<file path="src/rtl/fma_rsv_pkg.sv">
package fma_rsv_pkg;

    typedef enum logic [2:0] {
        CLS_ZERO  = 3'd0,
        CLS_NORM  = 3'd1,
        CLS_DNORM = 3'd2,
        CLS_INF   = 3'd3,
        CLS_QNAN  = 3'd4,
        CLS_SNAN  = 3'd5
    } op_class_e;

    typedef enum logic [3:0] {
        RK_SNAN_Z       = 4'd0,
        RK_SNAN_X       = 4'd1,
        RK_SNAN_Y       = 4'd2,
        RK_QNAN_X       = 4'd3,
        RK_QNAN_Y       = 4'd4,
        RK_INFZ_PASS    = 4'd5,
        RK_INFZ_INVALID = 4'd6,
        RK_PROD_INF     = 4'd7,
        RK_PASS_Z       = 4'd8,
        RK_ADDEND_INF   = 4'd9,
        RK_DATAPATH     = 4'd10
    } res_kind_e;

    localparam int NUM_OPS = 3;
    localparam int OP_X    = 0;
    localparam int OP_Y    = 1;
    localparam int OP_Z    = 2;

endpackage

</file>
<file path="src/rtl/fma_opnd_classify.sv">
module fma_opnd_classify
    import fma_rsv_pkg::*;
#(
    parameter int EXP_W = 8,
    parameter int MAN_W = 23,
    localparam int WORD_W = 1 + EXP_W + MAN_W
) (
    input  logic [WORD_W-1:0] word_i,
    output op_class_e         cls_o
);
    localparam int MAN_MSB = MAN_W - 1;

    logic [EXP_W-1:0] exp_f;
    logic [MAN_W-1:0] man_f;
    logic             exp_zero;
    logic             exp_ones;
    logic             man_zero;
    logic             sign_unused;

    assign sign_unused = word_i[WORD_W-1];
    assign exp_f       = word_i[WORD_W-2:MAN_W];
    assign man_f       = word_i[MAN_W-1:0];
    assign exp_zero    = (exp_f == '0);
    assign exp_ones    = (exp_f == '1);
    assign man_zero    = (man_f == '0);

    always_comb begin
        if (exp_zero) begin
            cls_o = man_zero ? CLS_ZERO : CLS_DNORM;
        end else if (exp_ones) begin
            if (man_zero)
                cls_o = CLS_INF;
            else if (man_f[MAN_MSB])
                cls_o = CLS_QNAN;
            else
                cls_o = CLS_SNAN;
        end else begin
            cls_o = CLS_NORM;
        end
    end

endmodule

</file>
<file path="src/rtl/fma_case_select.sv">
module fma_case_select
    import fma_rsv_pkg::*;
(
    input  op_class_e cls_x_i,
    input  op_class_e cls_y_i,
    input  op_class_e cls_z_i,
    output res_kind_e kind_o
);
    logic x_inf, y_inf, x_zero, y_zero;
    logic inf_times_zero, prod_inf, prod_zero;
    logic z_qnan, z_inf;

    assign x_inf  = (cls_x_i == CLS_INF);
    assign y_inf  = (cls_y_i == CLS_INF);
    assign x_zero = (cls_x_i == CLS_ZERO);
    assign y_zero = (cls_y_i == CLS_ZERO);
    assign z_qnan = (cls_z_i == CLS_QNAN);
    assign z_inf  = (cls_z_i == CLS_INF);

    assign inf_times_zero = (x_inf && y_zero) || (x_zero && y_inf);
    assign prod_inf       = x_inf || y_inf;
    assign prod_zero      = x_zero || y_zero;

    // Fixed priority: the first matching condition decides the kind.
    always_comb begin
        if (cls_z_i == CLS_SNAN)
            kind_o = RK_SNAN_Z;
        else if (cls_x_i == CLS_SNAN)
            kind_o = RK_SNAN_X;
        else if (cls_y_i == CLS_SNAN)
            kind_o = RK_SNAN_Y;
        else if (cls_x_i == CLS_QNAN)
            kind_o = RK_QNAN_X;
        else if (cls_y_i == CLS_QNAN)
            kind_o = RK_QNAN_Y;
        else if (inf_times_zero)
            kind_o = z_qnan ? RK_INFZ_PASS : RK_INFZ_INVALID;
        else if (prod_inf)
            kind_o = z_qnan ? RK_PASS_Z : RK_PROD_INF;
        else if (prod_zero)
            kind_o = z_inf ? RK_ADDEND_INF : RK_PASS_Z;
        else if (z_qnan)
            kind_o = RK_PASS_Z;
        else if (z_inf)
            kind_o = RK_ADDEND_INF;
        else
            kind_o = RK_DATAPATH;
    end

endmodule

</file>
<file path="src/rtl/fma_result_build.sv">
module fma_result_build
    import fma_rsv_pkg::*;
#(
    parameter int EXP_W = 8,
    parameter int MAN_W = 23,
    localparam int WORD_W = 1 + EXP_W + MAN_W
) (
    input  res_kind_e         kind_i,
    input  logic [WORD_W-1:0] x_i,
    input  logic [WORD_W-1:0] y_i,
    input  logic [WORD_W-1:0] z_i,
    output logic              valid_o,
    output logic [WORD_W-1:0] word_o,
    output logic              invalid_o
);
    localparam logic [WORD_W-1:0] QUIET_BIT   = WORD_W'(1) << (MAN_W - 1);
    localparam logic [WORD_W-1:0] DEFAULT_NAN =
        {1'b0, {EXP_W{1'b1}}, 1'b1, {(MAN_W-1){1'b0}}};

    function automatic logic [WORD_W-1:0] make_inf(input logic sgn);
        return {sgn, {EXP_W{1'b1}}, {MAN_W{1'b0}}};
    endfunction

    logic prod_sign;
    logic z_sign;

    assign prod_sign = x_i[WORD_W-1] ^ y_i[WORD_W-1];
    assign z_sign    = z_i[WORD_W-1];

    always_comb begin
        valid_o   = 1'b1;
        invalid_o = 1'b0;
        word_o    = '0;
        unique case (kind_i)
            RK_SNAN_Z: begin
                word_o    = z_i | QUIET_BIT;
                invalid_o = 1'b1;
            end
            RK_SNAN_X: begin
                word_o    = x_i | QUIET_BIT;
                invalid_o = 1'b1;
            end
            RK_SNAN_Y: begin
                word_o    = y_i | QUIET_BIT;
                invalid_o = 1'b1;
            end
            RK_QNAN_X:       word_o = x_i;
            RK_QNAN_Y:       word_o = y_i;
            RK_INFZ_PASS:    word_o = z_i;
            RK_INFZ_INVALID: begin
                word_o    = DEFAULT_NAN;
                invalid_o = 1'b1;
            end
            RK_PROD_INF:     word_o = make_inf(prod_sign);
            RK_PASS_Z:       word_o = z_i;
            RK_ADDEND_INF:   word_o = make_inf(z_sign);
            RK_DATAPATH:     valid_o = 1'b0;
            default: begin
                valid_o = 1'b0;
                word_o  = '0;
            end
        endcase
    end

endmodule

</file>
<file path="src/rtl/fma_special_resolver.sv">
module fma_special_resolver
    import fma_rsv_pkg::*;
#(
    parameter int EXP_W = 8,
    parameter int MAN_W = 23,
    localparam int WORD_W = 1 + EXP_W + MAN_W
) (
    input  logic [WORD_W-1:0] opnd_x,
    input  logic [WORD_W-1:0] opnd_y,
    input  logic [WORD_W-1:0] opnd_z,
    output logic              spec_valid,
    output logic [WORD_W-1:0] spec_word,
    output logic              spec_invalid,
    output logic [2:0]        cls_x,
    output logic [2:0]        cls_y,
    output logic [2:0]        cls_z
);
    logic [WORD_W-1:0] words [NUM_OPS];
    op_class_e         cls   [NUM_OPS];
    res_kind_e         kind;

    assign words[OP_X] = opnd_x;
    assign words[OP_Y] = opnd_y;
    assign words[OP_Z] = opnd_z;

    for (genvar g = 0; g < NUM_OPS; g++) begin : g_cls
        fma_opnd_classify #(
            .EXP_W (EXP_W),
            .MAN_W (MAN_W)
        ) u_cls (
            .word_i (words[g]),
            .cls_o  (cls[g])
        );
    end

    fma_case_select u_sel (
        .cls_x_i (cls[OP_X]),
        .cls_y_i (cls[OP_Y]),
        .cls_z_i (cls[OP_Z]),
        .kind_o  (kind)
    );

    fma_result_build #(
        .EXP_W (EXP_W),
        .MAN_W (MAN_W)
    ) u_build (
        .kind_i    (kind),
        .x_i       (opnd_x),
        .y_i       (opnd_y),
        .z_i       (opnd_z),
        .valid_o   (spec_valid),
        .word_o    (spec_word),
        .invalid_o (spec_invalid)
    );

    assign cls_x = cls[OP_X];
    assign cls_y = cls[OP_Y];
    assign cls_z = cls[OP_Z];

endmodule

</file>
<file path="config.mk">
export PLATFORM = sky130hd
export DESIGN_NAME = fma_special_resolver
export DESIGN_NICKNAME = d
export VERILOG_FILES = /design/src/rtl/fma_rsv_pkg.sv /design/src/rtl/fma_opnd_classify.sv /design/src/rtl/fma_case_select.sv /design/src/rtl/fma_result_build.sv /design/src/rtl/fma_special_resolver.sv
export SDC_FILE = /design/constraint.sdc
export NUM_CORES = 1
export LEC_CHECK = 0
export BUFFER_PORTS_ARGS = -buffer_cell sky130_fd_sc_hd__buf_2
export CAP_MARGIN = 20
export CORE_MARGIN = 5
export CORE_UTILIZATION = 33
export DETAILED_ROUTE_END_ITERATION = 7
export PLACE_DENSITY_LB_ADDON = 0.1
export SLEW_MARGIN = 20
export SYNTH_ARGS = -nofsm -noshare
export SYNTH_HDL_FRONTEND = slang
export SYNTH_SLANG_ARGS = --single-unit
export TNS_END_PERCENT = 30
</file>
<file path="constraint.sdc">
create_clock -name vclk -period 3.88
set_input_delay 0.776 -clock vclk [all_inputs]
set_output_delay 0.776 -clock vclk [all_outputs]
set_load 0.02 [all_outputs]
</file>
# Word-level counts from Yosys, hierarchy flattened
# Index checks and enable logic that the tools add are counted.
[totals]
input_bits = 96
register_bits = 0
output_inout_bits = 43
[classes]
n_eq_ne = 21
n_mux = 31
n_bitwise = 1
n_reduce_logical = 17
[ops]
columns = ["op", "count"]
rows = [
  ["case mux 32 bit (9 select lines)", 1],
  ["zero test 23 bit", 3],
  ["two-way mux 4 bit", 10],
  ["two-way mux 3 bit", 9],
  ["== test 8 bit, second input constant", 3],
  ["zero test 8 bit", 3],
  ["== test 3 bit, second input constant", 6],
  ["== test 4 x 3 -> 1 bit, second input constant", 4],
  ["two-way mux 2 bit", 5],
  ["OR reduction 10 bit", 1],
  ["== test 3 x 2 -> 1 bit, second input constant", 3],
  ["== test 4 x 2 -> 1 bit, second input constant", 2],
  ["== test 4 bit, second input constant", 2],
  ["zero test 3 bit", 2],
  ["two-way mux 1 bit", 6],
  ["== test 4 x 1 -> 1 bit, second input constant", 1],
  ["zero test 4 bit", 1],
  ["OR reduction 4 bit", 1],
  ["logical OR 1 bit", 3],
  ["logical AND 1 bit", 2],
  ["OR reduction 2 bit", 1],
  ["XOR 1 bit", 1],
]

# Logic depth before layout (Yosys ltp)
[depth]
word_depth = 18
ltp_mapped = 9

# By module
# Synthesis repeated with hierarchy kept, for this count alone.
[hier_totals]
cells_unflattened = 246
hier_area_um2 = 1505.2
[by_module_without_submodules]
columns = ["module", "seq_area_each_um2", "n_inst", "area_per_inst_um2", "cells_each"]
rows = [
  ["fma_result_build", 0.0, 1, 890.9, 152],
  ["fma_opnd_classify", 0.0, 3, 118.9, 19],
  ["fma_case_select", 0.0, 1, 257.7, 37],
]

# Worst setup path after synthesis
# OpenSTA, ideal clock, no wires.
[synth_path]
path_type = "input -> output"
startpoint = "input opnd_y[4]"
endpoint = "output spec_word[31]"
path_buffers = 0
arrival_time_ps = 3196
path_slack_ps = -92
cell_stages = 8
required_ps = 3104
cell_sequence = "or4_1 -> or2_4 -> o21ai_2 -> inv_2 -> or3_4 -> o311a_4 -> o21bai_1 -> a2111o_1"
[synth_via]
elab_chain_cells = 17
word_cells_on_any_way = 34
classes_between = "eq/ne: 12; mux: 13; reduce/logical: 9"
[synth_rtl]
columns = ["element", "line", "text"]
rows = [
  ["start, declared", "fma_special_resolver.sv:9", "input logic [WORD_W-1:0] opnd_y,"],
  ["zero test 23 bit *", "fma_opnd_classify.sv:25", "assign man_zero = (man_f == '0);"],
  ["two-way mux 3 bit *", "fma_opnd_classify.sv:31", "if (man_zero)"],
  ["two-way mux 3 bit *", "fma_opnd_classify.sv:30", "end else if (exp_ones) begin"],
  ["two-way mux 3 bit *", "fma_opnd_classify.sv:28", "if (exp_zero) begin"],
  ["net cls_y[2]", "fma_special_resolver.sv:15", "output logic [2:0] cls_y,"],
  ["zero test 3 bit", "fma_case_select.sv:16", "assign y_zero = (cls_y_i == CLS_ZERO);"],
  ["logical OR 1 bit", "fma_case_select.sv:22", "assign prod_zero = x_zero || y_zero;"],
  ["two-way mux 4 bit", "fma_case_select.sv:40", "else if (prod_zero)"],
  ["(+2 left out)", "n/a", ""],
  ["two-way mux 4 bit", "fma_case_select.sv:34", "else if (cls_y_i == CLS_QNAN)"],
  ["two-way mux 4 bit", "fma_case_select.sv:32", "else if (cls_x_i == CLS_QNAN)"],
  ["two-way mux 4 bit *", "fma_case_select.sv:30", "else if (cls_y_i == CLS_SNAN)"],
  ["two-way mux 4 bit *", "fma_case_select.sv:28", "else if (cls_x_i == CLS_SNAN)"],
  ["two-way mux 4 bit *", "fma_case_select.sv:26", "if (cls_z_i == CLS_SNAN)"],
  ["== test 4 x 3 -> 1 bit / == test 4 bit (equally long branches)", "fma_result_build.sv:34", "unique case (kind_i)"],
  ["OR reduction 2 bit (no line)", "n/a", ""],
  ["case mux 32 bit (9 select lines) *", "fma_result_build.sv:34", ""],
  ["end, declared", "fma_special_resolver.sv:12", "output logic [WORD_W-1:0] spec_word,"],
]
# Mark *: on every way through the listed nets, which the timed path passes. The rest lies on a longest branch.

# Final worst setup path
[layout_path]
startpoint = "input opnd_y[4]"
endpoint = "output spec_word[11]"
[layout_via]
elab_chain_cells = 17
word_cells_on_any_way = 34
classes_between = "eq/ne: 12; mux: 13; reduce/logical: 9"
[layout_rtl]
columns = ["element", "line", "text"]
rows = [
  ["zero test 23 bit *", "fma_opnd_classify.sv:25", ""],
  ["two-way mux 3 bit", "fma_opnd_classify.sv:31", ""],
  ["two-way mux 3 bit", "fma_opnd_classify.sv:30", ""],
  ["two-way mux 3 bit *", "fma_opnd_classify.sv:28", ""],
  ["zero test 3 bit", "fma_case_select.sv:16", ""],
  ["logical OR 1 bit", "fma_case_select.sv:22", ""],
  ["two-way mux 4 bit", "fma_case_select.sv:40", ""],
  ["two-way mux 4 bit", "fma_case_select.sv:38", "else if (prod_inf)"],
  ["two-way mux 4 bit", "fma_case_select.sv:36", "else if (inf_times_zero)"],
  ["two-way mux 4 bit", "fma_case_select.sv:34", ""],
  ["two-way mux 4 bit", "fma_case_select.sv:32", ""],
  ["two-way mux 4 bit *", "fma_case_select.sv:30", ""],
  ["two-way mux 4 bit *", "fma_case_select.sv:28", ""],
  ["two-way mux 4 bit *", "fma_case_select.sv:26", ""],
  ["== test 4 x 3 -> 1 bit / == test 4 bit (equally long branches)", "fma_result_build.sv:34", ""],
  ["OR reduction 2 bit (no line)", "n/a", ""],
  ["case mux 32 bit (9 select lines) *", "fma_result_build.sv:34", ""],
]
# Mark *: on every way between the ends. The rest lies on a longest branch, timed or not.

==> impl_metrics.ini <==
[status]
status = finished, violations left
violations = negative setup slack

[critical_path]
critPathArrivalTime_ns = 3.33
crit_path_end_kind = output port
cp.depth = 11
cp-start-kind = primary input
worst_path_largest_cell_delay_ns = 0.54
path_class = in -> out
cp_max_fo = 22
cp-startpoint = opnd_y[4]
cp_cell_sequence = buf_6 -> or4_4 -> or2_4 -> o21ai_4 -> inv_2 -> or3_4 -> o311a_4 -> buf_12 -> a22o_1 -> a21o_1 -> buf_2
critPathRequiredTime_ns = 3.10
slowest_stage = or4_4
crit_end = spec_word[11]
critPathTopFamily = simple AND/OR/NAND/NOR gates
worst-path-buf-inv = 4

[floorplanning]
dieArea_um2 = 5080
io_pins = 139
initial_core_util_pct = 33.8
num_rows = 22
core_area_um2 = 3660
die_x_um = 71.3
die_h_um = 71.3

[route]
wl_met2_um = 3880
drc_errors = 0
first_pass_iters = 5
highest_layer = met4
vias = 2547
wl_per_cell_um = 17.2
wl_met1_um = 3020
drtIter0Drc = 136
post_drt_via_cell_ratio = 5.74
ant_nets = 0
wl_um = 7620
routed-wl-met3_um = 612

[yosys]
synth_cell_types = 44
synth-seq-area-share_pct = 0
synth_fp_nets = 279
ys.warnings.count = 0
synth_area_per_cell_um2 = 6.77
synthesis.area_um2 = 1240
syn_inst = 183

[sta]
slew_violations = 0
min_period_ns = 4.10
setup_viol = 32
relSlewSlack_pct = 71.5
hold_viol_final = 0
period_share_pct = 106
setup_slack_ns = -0.224
rsz0062_at_grt = true
worst_slew_pin_slew_ns = 0.426
max_freq_mhz = 244

[cells_and_area]
nets = 494
n_sequential_cell = 0
final_core_util_pct = 77.1
nClkBuffers = 0
seqCellArea_um2 = 0
drive_gt1_share_pct = 63.4
num-fill-cells = 275
fin_cells = 444
area_delta_synth_final_pct = 128
antenna_cells_inserted = 0
design_area_um2 = 2820

[pwr]
swShare_pct = 45.2
clkPwrFrac_pct = 0
cellLeakagePower_nw = 1.67
power_switching_mw = 0.0611
p_seq_share_pct = 0
pwr-share-comb_pct = 100.0
ir_worst_vdd_mv = 0.0367
p_int_mw = 0.0740
power.density_nw_per_um2 = 47.9

[global_routing]
antenna_found_initial = 0
grt_max_degree = 31
grt_pass1_vias = 2455
grt_overflow = 0
grt_first_pass_wirelength_um = 11100
grt_util_all_layers_pct = 25.8

[place]
hpwl_um = 5770
port_buffers = 139
dp_cells = 432
placed_area_um2 = 2510
place.gp.congestion = 0.923

[hold_path]
hp-class = in -> out

[run]
timing.max_cap.violations = 0
## worst min-delay path by stage
stage / start / end / slack, ns / cells past startpoint
floorplan: opnd_x[22] / cls_x[0] / 1.68 / 1
global placement: opnd_z[7] / spec_word[7] / 1.88 / 3
detailed placement: opnd_z[17] / spec_word[17] / 1.88 / 3
CTS: opnd_z[17] / spec_word[17] / 1.88 / 3
global route: opnd_z[18] / spec_word[18] / 1.90 / 3
finish: opnd_z[15] / spec_word[15] / 1.88 / 3
## placed cells by master, fill, tap and decap left out, drive strengths merged, types with 5 or more instances in the layout
cell	instances
a21o	30
nor4	19
nand4	10
o21ai	9
buf	220
inv	5
nand2	13
a21oi	5
nor2	8
a22o	24
nor3	10
## final cells by class
| cell class | count | area [µm²] | area share, % |
|---|---|---|---|
| inverters | 5 | 18.8 | 0.665 |
| repair buffers | 220 | 1380 | 48.8 |
| well taps | 48 | 60.1 | 2.13 |
| multi-input cells | 171 | 1370 | 48.4 |
## power by group through the flow
stage	Sequential (mW)	Combinational [mW]	Clock [mW]
floorplan	0	0.0212	0
CTS	0	0.127	0
global placement	0	0.119	0
finish	0	0.135	0
detailed placement	0	0.121	0
global route	0	0.145	0
## stage by stage
stage          hold WS [ns]  TNS [ns]  worst slack, ns  total power [mW]
3_3_place_gp           1.88     -7.01           -0.348             0.119
2_1_floorplan          1.68  -0.00263         -0.00263            0.0212
4_1_cts                1.88     -3.80           -0.185             0.127
3_5_place_dp           1.88     -8.57           -0.406             0.121
5_1_grt                1.90     -8.08           -0.283             0.145
6_report               1.88     -5.71           -0.224             0.135
## cells by family (layout without fill, tap and decap cells)
kind of cell / count (synthesis) / in the layout / synth area share [%]
buffers and inverters: 12 / 225 / 4.14
xor gates and xnor gates: 1 / 1 / 0.707
muxes: 1 / 1 / 0.909
AOI/OAI and AO/OA: 86 / 86 / 54.6
and+or+nand+nor: 83 / 83 / 39.6
## timing repair
item / CTS / global route
resized for setup: 23 / 21
setup endpoints to repair: 33 / 33
setup buffers: 10 / 1
cloned: 0 / 1
hold endpoints to repair: 0 / 0
hold buffers: 0 / 0
pin swaps: 1 / 8
## metal layers
metal | track usage [%] | up-vias
met5 | 0 | -
met4 | 3.97 | 0
met3 | 2.24 | 12
met2 | 46.4 | 132
met1 | 33.8 | 1201
li1 | - | 1202
## synth_stat cells (2+ instances only)
cell type,instances,share of area (%)
nor2b_1,2,1.0
nand3_1,2,0.81
a21oi_1,5,2.0
nor2_1,8,2.4
buf_2,5,2.0
and3_1,4,2.0
a31oi_1,2,1.0
a2111o_1,2,1.8
a22o_1,24,17
a221oi_1,2,1.4
inv_1,4,1.2
o21ai_0,6,2.4
nor4_1,18,9.1
o21ai_1,2,0.81
o31ai_1,2,1.2
nor3_1,9,3.6
clkbuf_1,2,0.61
nand4_1,10,5.1
nand2_1,13,3.9
a21o_1,30,18
o21bai_1,3,1.8
or4_1,4,2.4
and2_1,2,1.0
and4_1,2,1.4
(Power assumes the default switching activity.)
